`config.mk`:
```
export PLATFORM = sky130hd
export DESIGN_NAME = cmp_tick_timer
export DESIGN_NICKNAME = d
export VERILOG_FILES = /design/src/rtl/tt_pkg.sv /design/src/rtl/tt_prescaler.sv /design/src/rtl/tt_enable_sync.sv /design/src/rtl/tt_count_core.sv /design/src/rtl/cmp_tick_timer.sv
export SDC_FILE = /design/constraint.sdc
export NUM_CORES = 1
export LEC_CHECK = 0
export CAP_MARGIN = 10
export CORE_ASPECT_RATIO = 1.25
export CORE_MARGIN = 5
export CORE_UTILIZATION = 55
export CTS_CLUSTER_DIAMETER = 30
export DETAILED_ROUTE_END_ITERATION = 10
export PLACE_DENSITY = 0.78
export SLEW_MARGIN = 5
export SYNTH_ARGS = -nofsm -noshare
export SYNTH_HDL_FRONTEND = slang
export SYNTH_HIERARCHICAL = 1
export SYNTH_SLANG_ARGS = --single-unit
```
`constraint.sdc`:
```
create_clock -name clk -period 4.49 [get_ports clk]
set_input_delay 0.898 -clock clk [delete_from_list [all_inputs] [get_ports clk]]
set_output_delay 0.898 -clock clk [all_outputs]
set_load 0.02 [all_outputs]
```
`src/rtl/tt_pkg.sv`:
```
package tt_pkg;

  typedef enum logic [1:0] {
    MD_ONESHOT  = 2'b00,
    MD_PERIODIC = 2'b01,
    MD_ONESHOT2 = 2'b10,
    MD_CONT     = 2'b11
  } tt_mode_e;

  // word addresses
  localparam int A_CTRL = 0;
  localparam int A_CMP  = 1;
  localparam int A_STAT = 2;
  localparam int A_CNT  = 3;
  localparam int A_TRIG = 4;

  // control word bit positions (prescale occupies the low byte)
  localparam int B_MODE   = 8;
  localparam int B_RUN    = 10;
  localparam int B_IRQEN  = 11;
  localparam int B_WAKEEN = 12;
  localparam int B_PSEL   = 13;
  localparam int B_DBGIGN = 14;
  localparam int B_ACT    = 15;

endpackage

```
`src/rtl/tt_prescaler.sv`:
```
module tt_prescaler #(
  parameter int PSC_W = 8
) (
  input  logic             clk,
  input  logic             rst,
  input  logic             clr,
  input  logic             step,
  input  logic [PSC_W-1:0] div,
  output logic             adv
);

  logic [PSC_W-1:0] pcnt_q;
  logic             last;

  assign last = (pcnt_q == div);
  assign adv  = step && last && !clr;

  always_ff @(posedge clk) begin
    if (rst || clr) begin
      pcnt_q <= '0;
    end else if (step) begin
      pcnt_q <= last ? '0 : pcnt_q + PSC_W'(1);
    end
  end

endmodule

```
`src/rtl/tt_enable_sync.sv`:
```
module tt_enable_sync #(
  parameter int STAGES = 2
) (
  input  logic clk,
  input  logic rst,
  input  logic req,
  input  logic kill,
  output logic active
);

  logic [STAGES-1:0] sh_q;

  always_ff @(posedge clk) begin
    if (rst || kill) begin
      sh_q <= '0;
    end else begin
      sh_q <= {sh_q[STAGES-2:0], req};
    end
  end

  assign active = sh_q[STAGES-1];

endmodule

```
`src/rtl/tt_count_core.sv`:
```
module tt_count_core
  import tt_pkg::*;
#(
  parameter int               CNT_W   = 24,
  parameter logic [CNT_W-1:0] CMP_RST = '1
) (
  input  logic             clk,
  input  logic             rst,
  input  logic             adv,
  input  logic             clr,
  input  logic             cmp_wr,
  input  logic [CNT_W-1:0] cmp_new,
  input  tt_mode_e         mode,
  input  logic             per_sel,
  output logic [CNT_W-1:0] cnt,
  output logic [CNT_W-1:0] cmp,
  output logic             hit,
  output logic             restart
);

  logic [CNT_W-1:0] cnt_q, cnt_d, cmp_q, cmp_d, inc;

  always_comb begin
    inc     = cnt_q + CNT_W'(1);
    cnt_d   = cnt_q;
    cmp_d   = cmp_q;
    hit     = 1'b0;
    restart = 1'b0;
    if (cmp_wr) cmp_d = cmp_new;
    if (clr) begin
      cnt_d = '0;
    end else if (cmp_wr) begin
      if (mode == MD_CONT) begin
        if (adv) begin
          cnt_d = inc;
          hit   = (inc == cmp_new);
        end
      end else if (mode == MD_PERIODIC && per_sel) begin
        if (cmp_new > cnt_q) begin
          if (adv) begin
            if (inc == cmp_new) begin
              hit   = 1'b1;
              cnt_d = '0;
            end else begin
              cnt_d = inc;
            end
          end
        end else if (cmp_new == cnt_q) begin
          hit     = 1'b1;
          cnt_d   = '0;
          restart = 1'b1;
        end else begin
          cnt_d   = '0;
          restart = 1'b1;
        end
      end else begin
        cnt_d   = '0;
        restart = 1'b1;
      end
    end else if (adv) begin
      if (inc == cmp_q) begin
        hit   = 1'b1;
        cnt_d = (mode == MD_CONT) ? inc : '0;
      end else begin
        cnt_d = inc;
      end
    end
  end

  always_ff @(posedge clk) begin
    if (rst) begin
      cnt_q <= '0;
      cmp_q <= CMP_RST;
    end else begin
      cnt_q <= cnt_d;
      cmp_q <= cmp_d;
    end
  end

  assign cnt = cnt_q;
  assign cmp = cmp_q;

endmodule

```
`src/rtl/cmp_tick_timer.sv`:
```
module cmp_tick_timer
  import tt_pkg::*;
#(
  parameter int DATA_W  = 32,
  parameter int ADDR_W  = 3,
  parameter int CNT_W   = 24,
  parameter int PSC_W   = 8,
  parameter int SYNC_ST = 2
) (
  input  logic              clk,
  input  logic              rst,
  input  logic              tick_in,
  input  logic              dbg_halt,
  input  logic              wr_en,
  input  logic              rd_en,
  input  logic [ADDR_W-1:0] addr,
  input  logic [DATA_W-1:0] wdata,
  output logic [DATA_W-1:0] rdata,
  output logic              irq,
  output logic              wake,
  output logic              dma_trig,
  output logic              per_trig,
  output logic              cfg_err
);

  localparam logic [CNT_W-1:0] CMP_RST = '1;

  logic             wr_ctrl, wr_cmp, wr_stat, wr_cnt, wr_trig;
  logic [PSC_W-1:0] psc_q;
  logic [1:0]       mode_q;
  logic             run_q, irq_en_q, wake_en_q, psel_q, dbg_ign_q;
  logic             dma_en_q, per_en_q;
  logic             to_flag_q, wk_flag_q, busy_q, irq_q, dma_q, per_q, err_q;
  logic             psc_chg, active, go, adv, os_stop;
  logic             core_hit, core_restart;
  logic [CNT_W-1:0] cnt, cmp;
  logic [DATA_W-1:0] rd_mux;
  logic             unused_wbits;

  assign unused_wbits = ^wdata[DATA_W-1:CNT_W];

  assign wr_ctrl = wr_en && (addr == ADDR_W'(A_CTRL));
  assign wr_cmp  = wr_en && (addr == ADDR_W'(A_CMP));
  assign wr_stat = wr_en && (addr == ADDR_W'(A_STAT));
  assign wr_cnt  = wr_en && (addr == ADDR_W'(A_CNT));
  assign wr_trig = wr_en && (addr == ADDR_W'(A_TRIG));

  assign psc_chg = wr_ctrl && (wdata[PSC_W-1:0] != psc_q);
  assign go      = active && tick_in && !(dbg_halt && !dbg_ign_q) && !busy_q;
  assign os_stop = core_hit && !mode_q[0];

  tt_enable_sync #(.STAGES(SYNC_ST)) u_sync (
    .clk    (clk),
    .rst    (rst),
    .req    (run_q),
    .kill   (os_stop),
    .active (active)
  );

  tt_prescaler #(.PSC_W(PSC_W)) u_psc (
    .clk  (clk),
    .rst  (rst),
    .clr  (psc_chg || busy_q || core_restart),
    .step (go),
    .div  (psc_q),
    .adv  (adv)
  );

  tt_count_core #(.CNT_W(CNT_W), .CMP_RST(CMP_RST)) u_core (
    .clk     (clk),
    .rst     (rst),
    .adv     (adv),
    .clr     (psc_chg || busy_q),
    .cmp_wr  (wr_cmp),
    .cmp_new (wdata[CNT_W-1:0]),
    .mode    (tt_mode_e'(mode_q)),
    .per_sel (psel_q),
    .cnt     (cnt),
    .cmp     (cmp),
    .hit     (core_hit),
    .restart (core_restart)
  );

  always_ff @(posedge clk) begin
    if (rst) begin
      psc_q     <= '0;
      mode_q    <= '0;
      run_q     <= 1'b0;
      irq_en_q  <= 1'b0;
      wake_en_q <= 1'b0;
      psel_q    <= 1'b0;
      dbg_ign_q <= 1'b0;
      dma_en_q  <= 1'b0;
      per_en_q  <= 1'b0;
      to_flag_q <= 1'b0;
      wk_flag_q <= 1'b0;
      busy_q    <= 1'b0;
      irq_q     <= 1'b0;
      dma_q     <= 1'b0;
      per_q     <= 1'b0;
      err_q     <= 1'b0;
      rdata     <= '0;
    end else begin
      if (wr_ctrl) begin
        psc_q     <= wdata[PSC_W-1:0];
        mode_q    <= wdata[B_MODE+1:B_MODE];
        run_q     <= wdata[B_RUN];
        irq_en_q  <= wdata[B_IRQEN];
        wake_en_q <= wdata[B_WAKEEN];
        psel_q    <= wdata[B_PSEL];
        dbg_ign_q <= wdata[B_DBGIGN];
      end
      if (os_stop) run_q <= 1'b0;
      if (wr_trig) begin
        dma_en_q <= wdata[0];
        per_en_q <= wdata[1];
      end
      if (core_hit)                 to_flag_q <= 1'b1;
      else if (wr_stat && wdata[0]) to_flag_q <= 1'b0;
      if (irq_q && wake_en_q)       wk_flag_q <= 1'b1;
      else if (wr_stat && wdata[1]) wk_flag_q <= 1'b0;
      busy_q <= wr_cnt;
      irq_q  <= to_flag_q && irq_en_q;
      dma_q  <= core_hit && dma_en_q;
      per_q  <= core_hit && per_en_q;
      err_q  <= (cmp < CNT_W'(2));
      if (rd_en) rdata <= rd_mux;
    end
  end

  always_comb begin
    rd_mux = '0;
    if (addr == ADDR_W'(A_CTRL)) begin
      rd_mux[PSC_W-1:0]         = psc_q;
      rd_mux[B_MODE+1:B_MODE]   = mode_q;
      rd_mux[B_RUN]             = run_q;
      rd_mux[B_IRQEN]           = irq_en_q;
      rd_mux[B_WAKEEN]          = wake_en_q;
      rd_mux[B_PSEL]            = psel_q;
      rd_mux[B_DBGIGN]          = dbg_ign_q;
      rd_mux[B_ACT]             = active;
    end else if (addr == ADDR_W'(A_CMP)) begin
      rd_mux[CNT_W-1:0] = cmp;
    end else if (addr == ADDR_W'(A_STAT)) begin
      rd_mux[0] = to_flag_q;
      rd_mux[1] = wk_flag_q;
    end else if (addr == ADDR_W'(A_CNT)) begin
      rd_mux[CNT_W-1:0]  = cnt;
      rd_mux[DATA_W-1]   = busy_q;
    end else if (addr == ADDR_W'(A_TRIG)) begin
      rd_mux[0] = dma_en_q;
      rd_mux[1] = per_en_q;
    end
  end

  assign irq      = irq_q;
  assign wake     = wk_flag_q;
  assign dma_trig = dma_q;
  assign per_trig = per_q;
  assign cfg_err  = err_q;

endmodule

```
=== After elaboration in Yosys (flattened, before gate mapping) ===
Index checks and enable logic that the tools add are counted.

* Bits in registers: 107
* Bits in latches: 0
* Memory bits (writable): 0
* Memory bits (read-only): 0
* Output and inout port bits: 37
* Memories: 0

* $add $sub $neg: 2
* Multipliers: 0
* Divide/modulo/power cells: 0
* Order comparisons: 2
* Eq/ne operators: 13
* Shift operators: 0
* Mux-type cells: 43
* Bitwise gates (word level): 0
* Reduce and logical (&&, ||, !) cells: 36

{| class="wikitable"
|+ Operator list
! kind !! number
|-
| $mux 24 || 11
|-
| $eq 24x24->1 || 3
|-
| $mux 22 || 2
|-
| $add 24x1->24 const B || 1
|-
| $gt 24x24->1 || 1
|-
| $lt 24x2->1 const B || 1
|-
| $mux 1 || 24
|-
| $logic_and 1x1->1 || 20
|-
| $mux 16 || 1
|-
| $mux 8 || 2
|-
| $add 8x1->8 const B || 1
|-
| $eq 8x8->1 || 1
|-
| $ne 8x8->1 || 1
|-
| $eq 3x2->1 const B || 2
|-
| $mux 2 || 3
|-
| $reduce_bool 2->1 || 3
|-
| $logic_not 1->1 || 5
|-
| $logic_or 1x1->1 || 4
|-
| $reduce_or 2->1 || 2
|-
| $eq 3x1->1 const B || 1
|-
| $eq 3x3->1 const B || 1
|-
| $logic_not 3->1 || 1
|-
| $ne 3x3->1 const B || 1
|-
| $reduce_and 3->1 || 1
|-
| other kinds (3) || 3
|}

=== Logic depth before layout (Yosys ltp) ===
* Word-level depth: 17
* Mapped depth: 19
* Mapped depth without buffers: 18

=== Modules after synthesis ===
The synthesis kept the hierarchy.

{| class="wikitable"
|+ Modules (own cells, without submodules)
! module !! instances !! cells an instance !! area each (um^2) !! sequential area each (um^2)
|-
| tt_count_core || 1 || 597 || 4773.3 || 960.9
|-
| cmp_tick_timer || 1 || 277 || 2401.1 || 980.9
|-
| tt_prescaler || 1 || 49 || 435.4 || 160.2
|-
| tt_enable_sync || 1 || 4 || 55.1 || 40.0
|}

=== Least setup slack after synthesis ===
Ideal clock, no wire load.

* Path type: input port to flip-flop
* From: input wdata[23]
* To: register u_sync.sh_q[0]
* Arrival: 3.584 ns
* Path slack: 0.781 ns
* Stages on the path: 16
* Cells stage by stage: ha_1 -> nand4_1 -> or3_1 -> o21ai_0 -> or3_1 -> o21ai_0 -> o21ai_0 -> nor2_1 -> nor2_1 -> nand2_1 -> nor4_1 -> buf_2 -> o21ai_1 -> a21oi_1 -> nor2b_1 -> nor3b_1

* Word-level cells in the longest chain between the ends: 17
* Elaborated cells between the ends (all ways): 23
* Classes of those cells: order compare (1); eq/ne (2); mux (15); reduce/logical (5)

{| class="wikitable"
|+ RTL lines
! what !! RTL line !! text
|-
| from (decl) || cmp_tick_timer.sv:17 || <nowiki>input logic [DATA_W-1:0] wdata,</nowiki>
|-
| $gt 24x24->1 * || tt_count_core.sv:39 || <nowiki>if (cmp_new > cnt_q) begin</nowiki>
|-
| $mux 1 * || tt_count_core.sv:39 ||
|-
| $mux 1 * || tt_count_core.sv:38 || <nowiki>end else if (mode == MD_PERIODIC && per_sel) begin</nowiki>
|-
| $mux 1 * || tt_count_core.sv:33 || <nowiki>if (mode == MD_CONT) begin</nowiki>
|-
| $mux 1 * || tt_count_core.sv:32 || <nowiki>end else if (cmp_wr) begin</nowiki>
|-
| $mux 1 * || tt_count_core.sv:30 || <nowiki>if (clr) begin</nowiki>
|-
| via core_restart || cmp_tick_timer.sv:35 || <nowiki>logic core_hit, core_restart;</nowiki>
|-
| $logic_or 1x1->1 * || cmp_tick_timer.sv:63 || <nowiki>.clr (psc_chg || busy_q || core_restart),</nowiki>
|-
| (+2 left out) || n/a ||
|-
| via adv || cmp_tick_timer.sv:34 || <nowiki>logic psc_chg, active, go, adv, os_stop;</nowiki>
|-
| (+2 left out) || n/a ||
|-
| $mux 1 || tt_count_core.sv:38 ||
|-
| $mux 1 || tt_count_core.sv:33 ||
|-
| $mux 1 * || tt_count_core.sv:32 ||
|-
| $mux 1 * || tt_count_core.sv:30 ||
|-
| via core_hit || cmp_tick_timer.sv:35 ||
|-
| $logic_and 1x1->1 * || cmp_tick_timer.sv:50 || <nowiki>assign os_stop = core_hit && !mode_q[0];</nowiki>
|-
| via os_stop || cmp_tick_timer.sv:34 ||
|-
| $logic_or 1x1->1 * || tt_enable_sync.sv:14 || <nowiki>if (rst || kill) begin</nowiki>
|-
| to (signal assigned) || tt_enable_sync.sv:17 || <nowiki>sh_q <= {sh_q[STAGES-2:0], req};</nowiki>
|-
| to (decl) || tt_enable_sync.sv:11 || <nowiki>logic [STAGES-1:0] sh_q;</nowiki>
|}

The timed path passes the listed nets; every way through them passes the cells marked *.
A chain may end at the register's enable or synchronous reset.

=== Worst setup path in the final report ===
* From: input wdata[21]
* To: register u_sync.sh_q[1]

Same word-level chain as after synthesis.

==> run metrics <==
Pins Over Slew Limit=0; fin crit period=4190 ps; Yosys top cell area share=between 20% and 30%; TNS Setup=0 ps; synthesized area=~7700 um^2; commonest cells after routing, fill and taps aside=dfxtp_1, nand2_1, nor2_1; Max FO, Critical Path=4; Lkg Pwr=roughly 3.2 nW; I/O Pins=roughly 80; Setup-failing EPs final=0; WP data required=4720 ps; Worst-Margin Slew=~1100 ps; Worst path slowest cell=or3_1; leading area contributor after synthesis=dfxtp_1; share of cells above drive strength 1=between 10% and 20%; CP max stage delay=around 470 ps; largest cells by area after synthesis=dfxtp_1, xnor2_1, nand2_1; Top FF cell, synth=dfxtp_1; H-Tree Depth=3; WL/cell=around 23 um; CTS Hold Bufs=0; Bufs and invs on worst path=2; max_slew headroom=26.3%; total track usage=between 30% and 40%; VDD IR max=about 0.00024 V; TritonRoute pass-1 iters=5; fillcell total=1195; Syn Area/Cell=8.27 um^2; DR iter-0 viols=928; drt via density=around 6.4; Setup crit end kind=flip-flop; first-pass GRT wire length=between 40000 and 50000 um; CTS max path bufs=2; Num CTS Buffers=9; post-synthesis sequential area ratio=between 20 and 30%; worst path cell trace=clkdlybuf4s50_1, ha_1, nand4_1, or3_1, o21ai_0, or3_1, o21ai_0, o21ai_1, nor2_1, nor2_1, nand2_1, nor4_2, buf_4, o21ai_1, a21oi_1, nor2b_1, nor3b_1; total gr overflow=0; post_cts resized=0; DRC=0; vias in the first global route=roughly 7300; worst clock skew=approximately 10 ps; Critical Path Source Type=input pin; Detailed Route WL=27200 um; total number of vias=around 7700; status=finished clean; antenna-violating nets left=0; NetSw=between 0.5 and 0.6 mW; core area=roughly 14000 um^2; Final Cycle Share=about 93%; GR Util met1=40.4%; Worst Hold Class=reg2reg; largest net degree at the start of global routing=34; final hold violation count=0; Worst Path Class, Setup=in2reg; power per cell area=237 nW/um^2; die height=about 140 um; grt met3 use=4.93%; Die ar.=16400 um^2; Crit path max-delay family=simple AND/OR/NAND/NOR gates; clk sinks=~110; RSZ-0062 raised after global routing=false; clk_lat worst skew=between 300 and 400 ps; FF+latch count, synth=~110; GR Util met2=around 55%; standard-cell rows=48; Initial Util=around 56%; Distinct cells, synth=84; Clk pwr share=between 30% and 40%; fin nets=roughly 1100; clk root buf=clkbuf_16; most common cell after layout, fill and taps aside=dfxtp_1; maxcap violations=0; fmax=roughly 240 MHz; post-DP HPWL=slightly above 20000 um; Placed Area=8730 um^2; Worst EP arrival=between 4000 and 5000 ps; Cells after Synth=~930; cell-internal power=about 1.5 mW; sw frac=27.7%; Comb pwr share=between 10 and 15%; # diodes=0; Yosys warning total=6; asr flop ratio synth=0%; Syn-to-layout area delta=18.0%; Buffers on Ports=just over 60; Post-CTS Setup Bufs=0; Placer Congestion=1.09; number of synthesized flops with an enable pin=0; CTS tree=yes; Die X=between 100 and 150 um; global routing's busiest layer=met2; final instance area=approximately 9000 um^2; Flop pwr share=46.1%; clk slew on worst S/H paths=80 ps; initial antenna violation count=0
[cell families (layout without fill, tap and decap cells)]
group	after synthesis	in the layout	synth area share, %
buffers and inverters	108	197	7.08
AO/OA/AOI/OAI	175	175	17.1
AND/OR/NAND/NOR	381	381	27.8
adder cells (fa/ha/maj)	27	27	4.41
flip-flops	107	107	27.9
multiplexers	31	31	4.06
other	1	7	0.0489
XOR/XNOR	97	97	11.5
[synth_stat cells (8+ instances only)]
cell       count
a311oi_1      11
nor2_1        85
clkbuf_1      24
nand3_1       30
o211ai_1      15
ha_1          27
o31ai_1        9
mux2i_1       30
nand4_1       23
or3_1         16
nor4_1        26
a22oi_1       10
inv_1         38
buf_4         14
o21ai_0       20
a221oi_1      14
nor3_1        24
dfxtp_1      107
a2bb2oi_1      8
buf_2         17
xor2_1        17
buf_6          8
and3_1        10
xnor2_1       77
a21o_1        10
a21oi_1       28
nand2_1       96
nor4_2         9
[metal layers]
layer | vias up | part of all wire, %
met5 | - | 0
met4 | 0 | 6.9
met3 | 108 | 7.0
met2 | 429 | 47
met1 | 3623 | 39
li1 | 3552 | -
[through the flow]
stage | setup WS, ps | hold WS (ps) | total power, mW | std cells | util (%)
floorplan | 781 | 423 | 1.18 | 933 | -
global placement | 75.0 | 445 | 1.31 | 1181 | 63.5
detailed placement | 26.0 | 453 | 1.31 | 1181 | 63.5
CTS | 352 | 476 | 2.14 | 1197 | 65.7
global route | 43.3 | 490 | 2.20 | 1197 | 65.7
finish | 304 | 470 | 2.14 | 1197 | 65.7
[tightest hold or removal path: stages (launching register included)]
cell and delay [ps]:
dfxtp_1 320, nand2_1 60, a21oi_1 50
[final timing paths]
kind | startpoint | endpoint | slack, ps | cells past startpoint
worst max-delay path | wdata[21] | u_sync/sh_q[1]$_SDFF_PP0_ | 300 | 17
worst min-delay path | rdata[31]$_SDFFE_PP0P_ | rdata[31]$_SDFFE_PP0P_ | 470 | 2
worst max register to register | u_core/cnt[13]$_SDFFE_PP0P_ | u_sync/sh_q[1]$_SDFF_PP0_ | 390 | 11
worst min register to register | rdata[31]$_SDFFE_PP0P_ | rdata[31]$_SDFFE_PP0P_ | 470 | 2
[flip-flops by register name, summed over array words and instances (netlist names), 2 cells and up]
register	count
u_sync/sh_q	2
rdata	25
u_core/cnt	24
u_psc/pcnt_q	8
mode_q	2
psc_q	8
u_core/cmp	24
[power by group through the flow]
stage	sequential, mW	combinational, mW	clock, mW
final	0.987	0.309	0.845
after global routing	0.989	0.329	0.886
after CTS	0.986	0.304	0.851
after detailed placement	1.01	0.302	0
after global placement	1.01	0.298	0
after floorplan	1.02	0.161	0
[area by class of cell]
type / instances / area [um^2] / share of cell area, %
Clock buffer: 9 / 225 / 2.49
Clock inverter: 7 / 87.6 / 0.969
Inverter: 40 / 150 / 1.66
Multi-Input combinational cell: 718 / 5010 / 55.4
Sequential cell: 107 / 2140 / 23.7
Tap cell: 175 / 219 / 2.42
Timing Repair Buffer: 141 / 1210 / 13.4
(Power assumes the default switching activity.)
